### config.mk
export PLATFORM = sky130hd
export DESIGN_NAME = tag_ecc_check
export DESIGN_NICKNAME = d
export VERILOG_FILES = /design/src/rtl/tag_ecc_pkg.sv /design/src/rtl/tag_ecc_ctrl.sv /design/src/rtl/tag_ecc_datapath.sv /design/src/rtl/tag_ecc_check.sv
export SDC_FILE = /design/constraint.sdc
export NUM_CORES = 1
export LEC_CHECK = 0
export ABC_AREA = 1
export BUFFER_PORTS_ARGS = -buffer_cell sky130_fd_sc_hd__buf_2
export CAP_MARGIN = 20
export CELL_PAD_IN_SITES_DETAIL_PLACEMENT = 0
export CELL_PAD_IN_SITES_GLOBAL_PLACEMENT = 2
export CORE_MARGIN = 3
export CORE_UTILIZATION = 21
export CTS_BUF_LIST = sky130_fd_sc_hd__clkbuf_8 sky130_fd_sc_hd__clkbuf_16
export CTS_CLUSTER_DIAMETER = 200
export DETAILED_ROUTE_END_ITERATION = 6
export PLACE_DENSITY = 0.8
export SYNTH_ARGS = -nofsm -noshare
export SYNTH_HDL_FRONTEND = slang
export SYNTH_HIERARCHICAL = 1
export SYNTH_SLANG_ARGS = --single-unit
### constraint.sdc
create_clock -name clk -period 3.7 [get_ports clk]
set_clock_uncertainty 0.2 [all_clocks]
set_input_delay 0 -clock clk [delete_from_list [all_inputs] [get_ports clk]]
set_output_delay 0 -clock clk [all_outputs]
set_load 0.1 [all_outputs]
### src/rtl/tag_ecc_pkg.sv
`timescale 1ns/1ps
package tag_ecc_pkg;

  // Smallest number of Hamming check bits that can cover a tag of tagW bits.
  function automatic int hamBits(input int tagW);
    int result;
    result = 1;
    for (int q = 1; q < 16; q++) begin
      if (((1 << q) < (tagW + q + 1)) && (result == q)) result = q + 1;
    end
    return result;
  endfunction

  // Control-to-datapath strobes.
  typedef struct packed {
    logic capture;   // a lookup is accepted this cycle
    logic checkOn;   // the accepted lookup has a raw hit and must be checked
  } tchk_strobe_t;

  // Decoder verdict for the selected codeword.
  typedef struct packed {
    logic single;    // one flipped bit anywhere in the codeword
    logic dbl;       // uncorrectable pattern
    logic tagBad;    // the tag bits themselves cannot be trusted
  } tchk_verdict_t;

endpackage

### src/rtl/tag_ecc_ctrl.sv
`timescale 1ns/1ps
module tag_ecc_ctrl
  import tag_ecc_pkg::*;
#(
  parameter int NWAYS = 4
) (
  input  logic             lookupValid,
  input  logic [NWAYS-1:0] rawHit,
  output tchk_strobe_t     strobe
);

  logic anyHit;

  always_comb begin
    anyHit = |rawHit;
    strobe.capture = lookupValid;
    strobe.checkOn = lookupValid & anyHit;
  end

endmodule

### src/rtl/tag_ecc_datapath.sv
`timescale 1ns/1ps
module tag_ecc_datapath
  import tag_ecc_pkg::*;
#(
  parameter int TAG_W = 26,
  parameter int NWAYS = 4,
  localparam int HAM_W = hamBits(TAG_W),
  localparam int CHK_W = HAM_W + 1
) (
  input  logic                   clk,
  input  logic                   rstN,
  input  tchk_strobe_t           strobe,
  input  logic [NWAYS-1:0]       rawHit,
  input  logic [NWAYS*TAG_W-1:0] wayTags,
  input  logic [NWAYS*CHK_W-1:0] wayChks,
  output logic                   outValid,
  output logic                   lookupHit,
  output logic [NWAYS-1:0]       hitWay,
  output logic                   tagError,
  output logic                   singleError,
  output logic                   doubleError,
  output logic                   refillReq
);

  localparam int NPOS = TAG_W + HAM_W;

  logic [TAG_W-1:0] selTag;
  logic [CHK_W-1:0] selChk;
  logic [NPOS:1]    cw;
  logic [HAM_W-1:0] syn;
  logic             parFail;
  logic             synNz;
  logic             synAtChk;
  logic             synOutRange;
  tchk_verdict_t    verdict;

  // AND-OR selection of the hit way; rawHit is one-hot or zero.
  always_comb begin
    selTag = '0;
    selChk = '0;
    for (int w = 0; w < NWAYS; w++) begin
      selTag = selTag | (wayTags[w*TAG_W +: TAG_W] & {TAG_W{rawHit[w]}});
      selChk = selChk | (wayChks[w*CHK_W +: CHK_W] & {CHK_W{rawHit[w]}});
    end
  end

  // Hamming-ordered codeword: check bits at powers of two, tag bits elsewhere.
  for (genvar pos = 1; pos <= NPOS; pos++) begin : g_pos
    if ((pos & (pos - 1)) == 0) begin : g_chk
      assign cw[pos] = selChk[$clog2(pos)];
    end else begin : g_tag
      assign cw[pos] = selTag[pos - 1 - $clog2(pos + 1)];
    end
  end

  // Position syndrome and overall parity.
  always_comb begin
    syn = '0;
    for (int pos = 1; pos <= NPOS; pos++) begin
      for (int k = 0; k < HAM_W; k++) begin
        if (pos[k]) syn[k] = syn[k] ^ cw[pos];
      end
    end
    parFail = (^cw) ^ selChk[HAM_W];
  end

  // Classification of the syndrome.
  always_comb begin
    synNz       = |syn;
    synAtChk    = $onehot(syn);
    synOutRange = (32'(syn) > NPOS);
    verdict     = '0;
    if (parFail) begin
      if (!synNz || synAtChk) begin
        verdict.single = 1'b1;            // stored check bit flipped, tag intact
      end else if (synOutRange) begin
        verdict.dbl    = 1'b1;            // no such position: multi-bit pattern
        verdict.tagBad = 1'b1;
      end else begin
        verdict.single = 1'b1;            // tag bit flipped
        verdict.tagBad = 1'b1;
      end
    end else if (synNz) begin
      verdict.dbl    = 1'b1;
      verdict.tagBad = 1'b1;
    end
  end

  // Registered results; every output drops when no lookup is accepted.
  always_ff @(posedge clk) begin
    if (!rstN) begin
      outValid    <= 1'b0;
      lookupHit   <= 1'b0;
      hitWay      <= '0;
      tagError    <= 1'b0;
      singleError <= 1'b0;
      doubleError <= 1'b0;
      refillReq   <= 1'b0;
    end else if (strobe.checkOn) begin
      outValid    <= 1'b1;
      lookupHit   <= ~verdict.tagBad;
      hitWay      <= verdict.tagBad ? '0 : rawHit;
      tagError    <= verdict.tagBad;
      singleError <= verdict.single;
      doubleError <= verdict.dbl;
      refillReq   <= verdict.tagBad;
    end else begin
      outValid    <= strobe.capture;
      lookupHit   <= 1'b0;
      hitWay      <= '0;
      tagError    <= 1'b0;
      singleError <= 1'b0;
      doubleError <= 1'b0;
      refillReq   <= 1'b0;
    end
  end

endmodule

### src/rtl/tag_ecc_check.sv
`timescale 1ns/1ps
module tag_ecc_check
  import tag_ecc_pkg::*;
#(
  parameter int TAG_W = 26,
  parameter int NWAYS = 4,
  localparam int CHK_W = hamBits(TAG_W) + 1
) (
  input  logic                   clk,
  input  logic                   rstN,
  input  logic                   lookupValid,
  input  logic [NWAYS-1:0]       rawHit,
  input  logic [NWAYS*TAG_W-1:0] wayTags,
  input  logic [NWAYS*CHK_W-1:0] wayChks,
  output logic                   outValid,
  output logic                   lookupHit,
  output logic [NWAYS-1:0]       hitWay,
  output logic                   tagError,
  output logic                   singleError,
  output logic                   doubleError,
  output logic                   refillReq
);

  tchk_strobe_t strobe;

  tag_ecc_ctrl #(.NWAYS(NWAYS)) u_ctrl (
    .lookupValid (lookupValid),
    .rawHit      (rawHit),
    .strobe      (strobe)
  );

  tag_ecc_datapath #(.TAG_W(TAG_W), .NWAYS(NWAYS)) u_dp (
    .clk         (clk),
    .rstN        (rstN),
    .strobe      (strobe),
    .rawHit      (rawHit),
    .wayTags     (wayTags),
    .wayChks     (wayChks),
    .outValid    (outValid),
    .lookupHit   (lookupHit),
    .hitWay      (hitWay),
    .tagError    (tagError),
    .singleError (singleError),
    .doubleError (doubleError),
    .refillReq   (refillReq)
  );

endmodule

==> flow_summary.ini <==
[clock_network]
clk_pin_slew_ns = 0.04
htree_num_levels = 1
clock-sinks = 9
post_cts_buffers = 0
cts_made_buffers = 3
cts_tree = done
root_buffer = clkbuf_16
clk_path_buf_depth = 2

[setup_path]
cp_slowest_cell = fa_1
crit_chain = buf_2, buf_12, nand2_1, nand2_1, nor2_4, xor2_1, xnor2_1, xor2_1, xor2_1, xor2_1, inv_1, fa_1, fa_1, ha_1, nor3b_2, nand2_1, nand2_2, nand2_4, nor2_2
max_stage_delay_ns = 0.48
startpoint = rawHit[1]
cpMostUsedCell = xor2_1
cp.required_ns = 3.67
cp.arrival_ns = 3.39
cp_max_fo = 19
timing.critical_path.to = u_dp/hitWay[1]
crit_type = in2reg
end_kind = flip-flop
startpoint_type = input port

[floorplanning]
die_y_um = 123
core_sq_mm = 0.0133
die_area_sq_mm = 0.0151
row_count = 42
io_pins = 145
start_util_pct = 21.6
die_x_um = 123

[logic_synthesis]
ys_async_sr_fraction_pct = 0
synth_top_cell_area_share_pct = 38.3
synth-main-ff-cell = dfxtp_1
synth_edf_count = 0
netlist_area_sq_mm = 0.00288
ys_ff_latch = 9
synthDistinctLibCells = 28
synth_cells = 546
syn-num-nets = 685
ys_seq_area_share_pct = 6.26
yosysWarnings = 6
synth_top_cell_by_area = nand2_1
synth.area.top_cells = nand2_1, nand2_2, xor2_1
syn_avg_cell_area_sq_um = 5.27

[route]
wirelength_um = 9900
post-route-drc-count = 0
ant_nets = 0
drt-pass1-iter-count = 4
wl_per_cell_um = 11.1
num_vias = 3676
first_iter_violations = 118
viasPerCell = 4.13

[power_and_ir_drop]
p_per_area_mw_per_mm2 = 390
ir_drop_uv = 171
p_leak_nw = 2.50
p_total_mw = 1.60

[grt]
grt_pass1_wl_um = 16200
grt_remaining_overflow = 0
antenna_found_initial = 0
grt_max_degree = 21
track_usage_pct = 13.0
grt_pass1_vias = 3563

[placement]
io_buffers = 144
gp_congestion = 0.866
place_hpwl_um = 9060
place_inst = 881
pre_cts_slack_ns = -0.0123

[sta]
setup_ws_ns = 0.283
worst_pin_slew_ns = 0.501
max_freq_mhz = 293
hold_violations = 0
slew_headroom_pct = 66.8
drv_slew = 0
finalSetupViolCount = 0
rsz0062_at_grt = no
min_period_ns = 3.42
fin_crit_sh_pct = 92.4

[layout]
drive_gt1_share_pct = 37.8
n_antenna_cell = 0
finalNonFillerCells = 891
finish.net_count = 855
final_common_cell = nand2_1
area_growth_pct = 42.3
n_fill_cell = 1538
layout_common_cells = nand2_1, buf_2, inv_1, nand2_2, nand3_1

[min_path]
hold_path_class = in2reg
hp-start = wayChks[5]

[run]
max_cap_viol_count = 0

[status]
outcome = finished clean
-- worst max-delay path, delay by kind of cell --
family	cells	cell delay, ns
adder cells (fa/ha/maj)	3	1.23
XOR/XNOR	5	1.02
buffers and inverters	3	0.36
AND/OR/NAND/NOR	8	0.76
-- per-stage QoR --
step           hold slack, ns  setup TNS, ns  instance area [sq um]  utilization (%)
2_1_floorplan         -0.0928              0                   2880                -
3_3_place_gp           0.0109              0                   3940             29.5
3_5_place_dp           0.0152        -0.0439                   3940             29.5
4_1_cts                 0.148              0                   4080             30.5
5_1_grt                 0.170              0                   4100             30.7
6_report                0.145              0                   4100             30.7
-- per-layer routing --
| layer | GRT usage, % | wire (um) |
|---|---|---|
| met1 | 18.0 | 4600 |
| met2 | 22.6 | 4760 |
| met3 | 1.28 | 470 |
| met4 | 1.52 | 64 |
| met5 | 0 | 0 |
-- where the power goes --
group	internal, mW	switching (mW)	leakage, nW
clock network	0.141	0.0437	0.0423
logic	0.477	0.806	2.39
registers	0.123	0.00765	0.0735
total	0.740	0.858	2.50
-- Yosys cell counts, types with 3 or more instances --
cell type,instances
xnor2_1,12
nand4_1,9
nand2_1,294
nor2_2,14
o21ai_2,3
xor2_1,21
nand3_2,4
inv_2,19
dfxtp_1,9
nor2_1,15
buf_4,4
buf_6,12
nand2_2,36
nand3_1,29
inv_1,37
nor2_4,10
-- worst min path at each step --
| stage | endpoint | slack [ns] | cells after the start |
|---|---|---|---|
| 2_1_floorplan | u_dp/outValid | -0.09 | 2 |
| 3_3_place_gp | u_dp/outValid | 0.01 | 3 |
| 3_5_place_dp | u_dp/outValid | 0.02 | 3 |
| 4_1_cts | u_dp/hitWay[3] | 0.15 | 5 |
| 5_1_grt | u_dp/hitWay[3] | 0.17 | 5 |
| 6_report | u_dp/singleError | 0.14 | 7 |
-- repair_timing --
item                                   4_1_cts  5_1_grt
setup endpoints to repair                    0        5
hold buffers                                 6        0
gates resized for setup                      0        4
endpoints found under the hold margin        5        0
-- cell type report --
type	instances	area [sq um]	area share, %
Multi-Input combinational cell	465	2340	57.2
Tap cell	176	220	5.38
Clock buffer	3	75.1	1.83
Clock inverter	1	3.75	0.0917
Sequential cell	9	180	4.40
Inverter	56	210	5.13
Timing Repair Buffer	181	1060	26.0
-- logic make-up (layout without fill, tap and decap cells) --
| family | count (synthesis) | in the layout | share of synthesized area (%) |
|---|---|---|---|
| flip-flops | 9 | 9 | 6.26 |
| AND/OR/NAND/NOR | 418 | 418 | 66.0 |
| AO/OA/AOI/OAI | 10 | 10 | 2.39 |
| adder cells (fa/ha/maj) | 4 | 4 | 2.26 |
| XOR/XNOR | 33 | 33 | 10.0 |
| buffers and inverters | 72 | 241 | 13.0 |
-- registers in the layout (all words and copies together), names as in the netlist --
register / flops
u_dp/singleError: 1
u_dp/lookupHit: 1
u_dp/refillReq: 1
u_dp/hitWay: 4
u_dp/outValid: 1
u_dp/doubleError: 1
Note: power is estimated with default switching activity, not from simulation.
